### src/rtl/uart_regbank_pkg.sv
package uart_regbank_pkg;

  typedef enum logic [1:0] {
    MODE_OP    = 2'd0,
    MODE_CFG_A = 2'd1,
    MODE_CFG_B = 2'd2
  } acc_mode_e;

  localparam int ADDR_W = 3;

  localparam logic [ADDR_W-1:0] OFS_DATA = 3'd0;
  localparam logic [ADDR_W-1:0] OFS_IER  = 3'd1;
  localparam logic [ADDR_W-1:0] OFS_FIFO = 3'd2;
  localparam logic [ADDR_W-1:0] OFS_LCR  = 3'd3;
  localparam logic [ADDR_W-1:0] OFS_MCR  = 3'd4;
  localparam logic [ADDR_W-1:0] OFS_LSR  = 3'd5;
  localparam logic [ADDR_W-1:0] OFS_MSR  = 3'd6;
  localparam logic [ADDR_W-1:0] OFS_SPR  = 3'd7;

  localparam logic [7:0] HIDDEN_KEY = 8'hBF;

  localparam int EFR_ENH_BIT  = 4;
  localparam int MCR_TRIG_BIT = 6;
  localparam int MCR_DIV4_BIT = 7;
  localparam int IER_LOCK_LO  = 4;

  // storage slots
  localparam int SLOT_LCR = 0;
  localparam int SLOT_IER = 1;
  localparam int SLOT_FCR = 2;
  localparam int SLOT_MCR = 3;
  localparam int SLOT_DLL = 4;
  localparam int SLOT_DLH = 5;
  localparam int SLOT_EFR = 6;
  localparam int SLOT_TCR = 7;
  localparam int SLOT_TLR = 8;
  localparam int SLOT_SPR = 9;
  localparam int NUM_SLOTS = 10;

endpackage

### src/rtl/uart_mode_decode.sv
module uart_mode_decode
  import uart_regbank_pkg::*;
#(
  parameter int DATA_W = 8
) (
  input  logic [DATA_W-1:0] lcr,
  output acc_mode_e         mode
);
  localparam logic [DATA_W-1:0] KEY = DATA_W'(HIDDEN_KEY);

  always_comb begin
    if (!lcr[DATA_W-1])   mode = MODE_OP;
    else if (lcr == KEY)  mode = MODE_CFG_B;
    else                  mode = MODE_CFG_A;
  end
endmodule

### src/rtl/uart_reg_store.sv
module uart_reg_store
  import uart_regbank_pkg::*;
#(
  parameter int DATA_W = 8
) (
  input  logic              clk,
  input  logic              rst_n,
  input  logic              wr,
  input  logic [ADDR_W-1:0] addr,
  input  logic [DATA_W-1:0] wdata,
  input  acc_mode_e         mode,
  input  logic              trig_bank,
  output logic [DATA_W-1:0] q_lcr,
  output logic [DATA_W-1:0] q_ier,
  output logic [DATA_W-1:0] q_fcr,
  output logic [DATA_W-1:0] q_mcr,
  output logic [DATA_W-1:0] q_dll,
  output logic [DATA_W-1:0] q_dlh,
  output logic [DATA_W-1:0] q_efr,
  output logic [DATA_W-1:0] q_tcr,
  output logic [DATA_W-1:0] q_tlr,
  output logic [DATA_W-1:0] q_spr
);
  logic [DATA_W-1:0] slot_q [NUM_SLOTS];
  logic [DATA_W-1:0] slot_d [NUM_SLOTS];
  logic [NUM_SLOTS-1:0] slot_we;
  logic enh;

  assign enh = slot_q[SLOT_EFR][EFR_ENH_BIT];

  always_comb begin
    slot_we = '0;
    if (wr) begin
      unique case (addr)
        OFS_DATA: if (mode != MODE_OP) slot_we[SLOT_DLL] = 1'b1;
        OFS_IER:  if (mode == MODE_OP) slot_we[SLOT_IER] = 1'b1;
                  else                 slot_we[SLOT_DLH] = 1'b1;
        OFS_FIFO: if (mode == MODE_CFG_B) slot_we[SLOT_EFR] = 1'b1;
                  else                    slot_we[SLOT_FCR] = 1'b1;
        OFS_LCR:  slot_we[SLOT_LCR] = 1'b1;
        OFS_MCR:  slot_we[SLOT_MCR] = 1'b1;
        OFS_LSR:  ;
        OFS_MSR:  if (trig_bank) slot_we[SLOT_TCR] = 1'b1;
        OFS_SPR:  if (trig_bank) slot_we[SLOT_TLR] = 1'b1;
                  else           slot_we[SLOT_SPR] = 1'b1;
        default:  ;
      endcase
    end
  end

  // next value per slot; only the interrupt-enable slot masks its upper half
  always_comb begin
    for (int s = 0; s < NUM_SLOTS; s++) slot_d[s] = wdata;
    slot_d[SLOT_IER] = {enh ? wdata[DATA_W-1:IER_LOCK_LO]
                            : slot_q[SLOT_IER][DATA_W-1:IER_LOCK_LO],
                        wdata[IER_LOCK_LO-1:0]};
  end

  for (genvar g = 0; g < NUM_SLOTS; g++) begin : g_slot
    always_ff @(posedge clk or negedge rst_n) begin
      if (!rst_n)          slot_q[g] <= '0;
      else if (slot_we[g]) slot_q[g] <= slot_d[g];
    end
  end

  assign q_lcr = slot_q[SLOT_LCR];
  assign q_ier = slot_q[SLOT_IER];
  assign q_fcr = slot_q[SLOT_FCR];
  assign q_mcr = slot_q[SLOT_MCR];
  assign q_dll = slot_q[SLOT_DLL];
  assign q_dlh = slot_q[SLOT_DLH];
  assign q_efr = slot_q[SLOT_EFR];
  assign q_tcr = slot_q[SLOT_TCR];
  assign q_tlr = slot_q[SLOT_TLR];
  assign q_spr = slot_q[SLOT_SPR];
endmodule

### src/rtl/uart_read_mux.sv
module uart_read_mux
  import uart_regbank_pkg::*;
#(
  parameter int DATA_W = 8
) (
  input  logic              rd,
  input  logic [ADDR_W-1:0] addr,
  input  acc_mode_e         mode,
  input  logic              trig_bank,
  input  logic [DATA_W-1:0] rx_byte,
  input  logic [DATA_W-1:0] iir_val,
  input  logic [DATA_W-1:0] lsr_val,
  input  logic [DATA_W-1:0] msr_val,
  input  logic [DATA_W-1:0] q_lcr,
  input  logic [DATA_W-1:0] q_ier,
  input  logic [DATA_W-1:0] q_mcr,
  input  logic [DATA_W-1:0] q_dll,
  input  logic [DATA_W-1:0] q_dlh,
  input  logic [DATA_W-1:0] q_efr,
  input  logic [DATA_W-1:0] q_tcr,
  input  logic [DATA_W-1:0] q_tlr,
  input  logic [DATA_W-1:0] q_spr,
  output logic [DATA_W-1:0] rdata
);
  logic [DATA_W-1:0] sel;

  always_comb begin
    unique case (addr)
      OFS_DATA: sel = (mode == MODE_OP)    ? rx_byte : q_dll;
      OFS_IER:  sel = (mode == MODE_OP)    ? q_ier   : q_dlh;
      OFS_FIFO: sel = (mode == MODE_CFG_B) ? q_efr   : iir_val;
      OFS_LCR:  sel = q_lcr;
      OFS_MCR:  sel = q_mcr;
      OFS_LSR:  sel = lsr_val;
      OFS_MSR:  sel = trig_bank ? q_tcr : msr_val;
      OFS_SPR:  sel = trig_bank ? q_tlr : q_spr;
      default:  sel = '0;
    endcase
    rdata = rd ? sel : '0;
  end
endmodule

### src/rtl/uart_regbank.sv
module uart_regbank
  import uart_regbank_pkg::*;
#(
  parameter int DATA_W = 8
) (
  input  logic                clk,
  input  logic                rst_n,
  input  logic [2:0]          bus_addr,
  input  logic [DATA_W-1:0]   bus_wdata,
  input  logic                bus_wr,
  input  logic                bus_rd,
  output logic [DATA_W-1:0]   bus_rdata,
  input  logic [DATA_W-1:0]   rx_byte,
  input  logic [DATA_W-1:0]   iir_val,
  input  logic [DATA_W-1:0]   lsr_val,
  input  logic [DATA_W-1:0]   msr_val,
  output logic                tx_push,
  output logic [DATA_W-1:0]   tx_byte,
  output logic                rx_pop,
  output logic [1:0]          access_mode,
  output logic [DATA_W-1:0]   cfg_lcr,
  output logic [DATA_W-1:0]   cfg_ier,
  output logic [DATA_W-1:0]   cfg_fcr,
  output logic [DATA_W-1:0]   cfg_mcr,
  output logic [DATA_W-1:0]   cfg_efr,
  output logic [2*DATA_W-1:0] cfg_divisor,
  output logic [DATA_W-1:0]   cfg_tcr,
  output logic [DATA_W-1:0]   cfg_tlr,
  output logic                cfg_clk_div4
);
  acc_mode_e         mode;
  logic              trig_bank;
  logic              data_slot;
  logic [DATA_W-1:0] q_dll, q_dlh, q_spr;

  uart_mode_decode #(.DATA_W(DATA_W)) u_mode (
    .lcr  (cfg_lcr),
    .mode (mode)
  );

  assign trig_bank = cfg_efr[EFR_ENH_BIT] & cfg_mcr[MCR_TRIG_BIT];

  uart_reg_store #(.DATA_W(DATA_W)) u_store (
    .clk       (clk),
    .rst_n     (rst_n),
    .wr        (bus_wr),
    .addr      (bus_addr),
    .wdata     (bus_wdata),
    .mode      (mode),
    .trig_bank (trig_bank),
    .q_lcr     (cfg_lcr),
    .q_ier     (cfg_ier),
    .q_fcr     (cfg_fcr),
    .q_mcr     (cfg_mcr),
    .q_dll     (q_dll),
    .q_dlh     (q_dlh),
    .q_efr     (cfg_efr),
    .q_tcr     (cfg_tcr),
    .q_tlr     (cfg_tlr),
    .q_spr     (q_spr)
  );

  uart_read_mux #(.DATA_W(DATA_W)) u_rmux (
    .rd        (bus_rd),
    .addr      (bus_addr),
    .mode      (mode),
    .trig_bank (trig_bank),
    .rx_byte   (rx_byte),
    .iir_val   (iir_val),
    .lsr_val   (lsr_val),
    .msr_val   (msr_val),
    .q_lcr     (cfg_lcr),
    .q_ier     (cfg_ier),
    .q_mcr     (cfg_mcr),
    .q_dll     (q_dll),
    .q_dlh     (q_dlh),
    .q_efr     (cfg_efr),
    .q_tcr     (cfg_tcr),
    .q_tlr     (cfg_tlr),
    .q_spr     (q_spr),
    .rdata     (bus_rdata)
  );

  assign data_slot    = (mode == MODE_OP) && (bus_addr == OFS_DATA);
  assign tx_push      = bus_wr && data_slot;
  assign rx_pop       = bus_rd && data_slot;
  assign tx_byte      = bus_wdata;
  assign access_mode  = mode;
  assign cfg_divisor  = {q_dlh, q_dll};
  assign cfg_clk_div4 = cfg_mcr[MCR_DIV4_BIT] & cfg_efr[EFR_ENH_BIT];
endmodule

### config.mk
export PLATFORM = sky130hd
export DESIGN_NAME = uart_regbank
export DESIGN_NICKNAME = d
export VERILOG_FILES = /design/src/rtl/uart_regbank_pkg.sv /design/src/rtl/uart_mode_decode.sv /design/src/rtl/uart_reg_store.sv /design/src/rtl/uart_read_mux.sv /design/src/rtl/uart_regbank.sv
export SDC_FILE = /design/constraint.sdc
export NUM_CORES = 1
export LEC_CHECK = 0
export ABC_AREA = 1
export BUFFER_PORTS_ARGS = -buffer_cell sky130_fd_sc_hd__buf_2
export CORE_UTILIZATION = 45
export DETAILED_ROUTE_END_ITERATION = 8
export PLACE_DENSITY_LB_ADDON = 0.3
export SLEW_MARGIN = 10
export SYNTH_ARGS = -nofsm -noshare
export SYNTH_HDL_FRONTEND = slang
export SYNTH_SLANG_ARGS = --single-unit
### constraint.sdc
create_clock -name clk -period 1.3 [get_ports clk]
set_input_delay 0.13 -clock clk [delete_from_list [all_inputs] [get_ports clk]]
set_output_delay 0.13 -clock clk [all_outputs]
set_load 0.05 [all_outputs]
==> flow_summary.yaml <==
status:
  outcome: "finished, violations left"
  violations: "setup timing"
worst_setup_path:
  r2r-start: "u_store.q_lcr[7]"
  worstSetupPathType: "flip-flop to primary output"
  startpoint_type: "flip-flop"
  crit_arrival_ns: 1.93
  critPathMaxFanout: 8
  crit_start: "u_store.q_lcr[7]"
  worstSetupEndpointType: "primary output"
  worstPathRequired_ns: 1.17
timing:
  tns_ns: -22.44
  timing.fmax_mhz: 486
  hold_violations: 0
  max-slew-margin-rel: 0.623
  worstMarginPinSlew_ns: 0.565
  fin_ws_ns: -0.756
  finalCritPeriodShare: 1.58
  rsz0062_at_grt: "yes"
  fin_crit_ns: 2.06
  maxSlewViolCount: 0
  setup_viol: 54
  skew_ns: 0.0130
clock_network:
  cts_root_buf: "clkbuf_8"
  cts_inserted_buffers: 9
  path_clk_slew_ns: 0.09
  cts_tree: "done"
  cts_buffer_depth: 2
  numClockSinks: 80
  h-tree-depth: 3
  clk_latency_ns: 0.37
layout:
  final_area_um2: 6600
  layout_commonest_cell: "nand2_1"
  area_growth_pct: 56.8
  most-common-layout-cells: "nand2_1 (186), buf_2 (119), buf_4 (86), dfrtp_1 (70), o21ai_1 (45)"
  layout-drive-gt1-share: 0.445
  layout.cells.non_filler: 915
  nets: 849
  diodes: 0
placed_design:
  dp_cells: 871
  dp_hpwl_mm: 10.7
  post_dp_cell_area_um2: 5750
  place_ws_ns: -0.487
  routabilityCongestion: 0.982
  io_buffers: 139
global_route:
  antenna_found_initial: 0
  grt_pass1_vias: 4668
  grt_pass1_wl_mm: 23.6
  grt_overflow: 0
  track_usage: 0.321
  grt_max_degree: 36
route:
  wirelength_mm: 15.7
  highest_layer: "met4"
  ant_nets: 0
  wl_per_cell_um: 17.2
  vias: 4940
  met3_length_mm: 1.56
  vias_per_cell: 5.40
  dr.pass1.iters: 6
  met1Wirelength_mm: 6.24
  drc: 0
  wl_met2_mm: 7.36
  drt_iter0_markers: 471
yosys:
  avgSynthCellArea_um2: 7.41
  synth_area_um2: 4210
  synth_area_leader_cell: "dfrtp_1"
  synth_nets: 615
  ys_warn_count: 0
  synthCells: 568
  yosysSeqAreaShare: 0.476
  synthTopCellsByArea: "dfrtp_1 (48%), nand2_1 (19%), o21ai_0 (9.0%)"
  ys_ff_latch: 80
  yosysTopAreaCellShare: 0.476
  yosysUniqueCellTypes: 27
pwr:
  powerDensity_nw_per_um2: 1320
  leakagePower_nw: 3.47
  ir_drop_mv: 0.787
  finalPower_w: 0.00871
floorplanning:
  coreArea_um2: 8890
  dieArea_um2: 9740
  floorplan.initialDensity: 0.473
  io_pins: 140
  rows: 34
  fp.dieH_um: 98.7
  die_w_um: 98.7
worst_hold_path:
  hp-class: "primary input to flip-flop"
  min_from: "bus_wdata[5]"
flow_run:
  drv_cap: 0
[cells in the mapped netlist]
| cell type | number |
|---|---|
| nand2_1 | 211 |
| dfrtp_1 | 80 |
| o21ai_0 | 76 |
| nor2_1 | 48 |
| inv_1 | 40 |
| nand3_1 | 23 |
| nand4_1 | 16 |
| o21ai_1 | 12 |
| buf_4 | 11 |
| clkbuf_1 | 8 |
| o21a_1 | 8 |
| buf_2 | 5 |
| a21oi_1 | 4 |
| buf_1 | 3 |
| inv_2 | 3 |
| nand2_2 | 3 |
| nor2_2 | 3 |
| nor2_4 | 3 |
| buf_6 | 2 |
| nand3_2 | 2 |
| clkinv_1 | 1 |
| clkinv_2 | 1 |
| nand2_4 | 1 |
| nor3_1 | 1 |
| nor3_2 | 1 |
| nor3_4 | 1 |
| nor4_4 | 1 |
[area by class of cell]
cell class              instances  area [µm²]
clock buffers                  10         138
clock inverters                 6        50.0
fillers                       663        2290
inverters                      45         189
multi-input cells             417        2240
flip-flops and latches         80        2010
well taps                     108         135
repair buffers                249        1830
[where the power goes]
group          internal [W]  total (W)  switching (W)
sequential          0.00288    0.00316       0.000284
combinational       0.00120    0.00373        0.00252
clock              0.000777    0.00182        0.00105
[sequential cells by signal, summed over array words and instances (netlist names)]
signal	flops
u_store.q_spr	8
u_store.q_tlr	8
u_store.q_fcr	8
u_store.q_dlh	8
u_store.q_tcr	8
u_store.q_dll	8
u_store.q_mcr	8
u_store.q_efr	8
u_store.q_lcr	8
u_store.q_ier	8
[through the flow]
stage               hold slack (ns)   util
floorplan                    -0.166      -
global placement             0.0557  0.647
detailed placement           0.0668  0.647
CTS                         0.00143  0.715
global route                 0.0196  0.742
finish                      0.00567  0.742
[critical path, stage by stage (launching register included)]
cell,delay (ns)
dfrtp_2,0.45
buf_6,0.13
nand2_4,0.05
nor2_4,0.13
nand2_4,0.07
nor2_4,0.24
nand2_1,0.11
nand3_2,0.10
nor2_4,0.04
nor2_4,0.07
buf_6,0.15
[worst paths after layout]
path | slack [ns] | end | cells past startpoint
max | -0.76 | bus_rdata[5] | 10
min | 0.006 | u_store.q_tcr[5] | 3
max reg2reg | -0.60 | u_store.q_fcr[6] | 12
min reg2reg | 0.49 | u_store.q_fcr[0] | 1
max in group asynchronous | 0.56 | u_store.q_tlr[7] | 3
min in group asynchronous | 0.21 | u_store.q_mcr[1] | 2
[repair_timing]
action / CTS / global route
hold endpoints to repair: 25 / 0
setup buffers: 11 / 9
hold buffers: 5 / 0
resized for setup: 75 / 46
gates cloned: 2 / 2
setup endpoints to repair: 47 / 83
pin swaps: 22 / 28
[per-layer routing]
| layer | vias up | global-route usage |
|---|---|---|
| met5 | - | 0 |
| met4 | 0 | 0.148 |
| met3 | 45 | 0.0447 |
| met2 | 299 | 0.527 |
| met1 | 2303 | 0.423 |
| li1 | 2293 | - |
[logic make-up after synthesis]
logic type,share of synthesized area
buffers and inverters,0.0812
DFF,0.476
and+or+nand+nor,0.319
AOI/OAI and AO/OA,0.124
No activity file was read; power rests on OpenSTA's default activity.
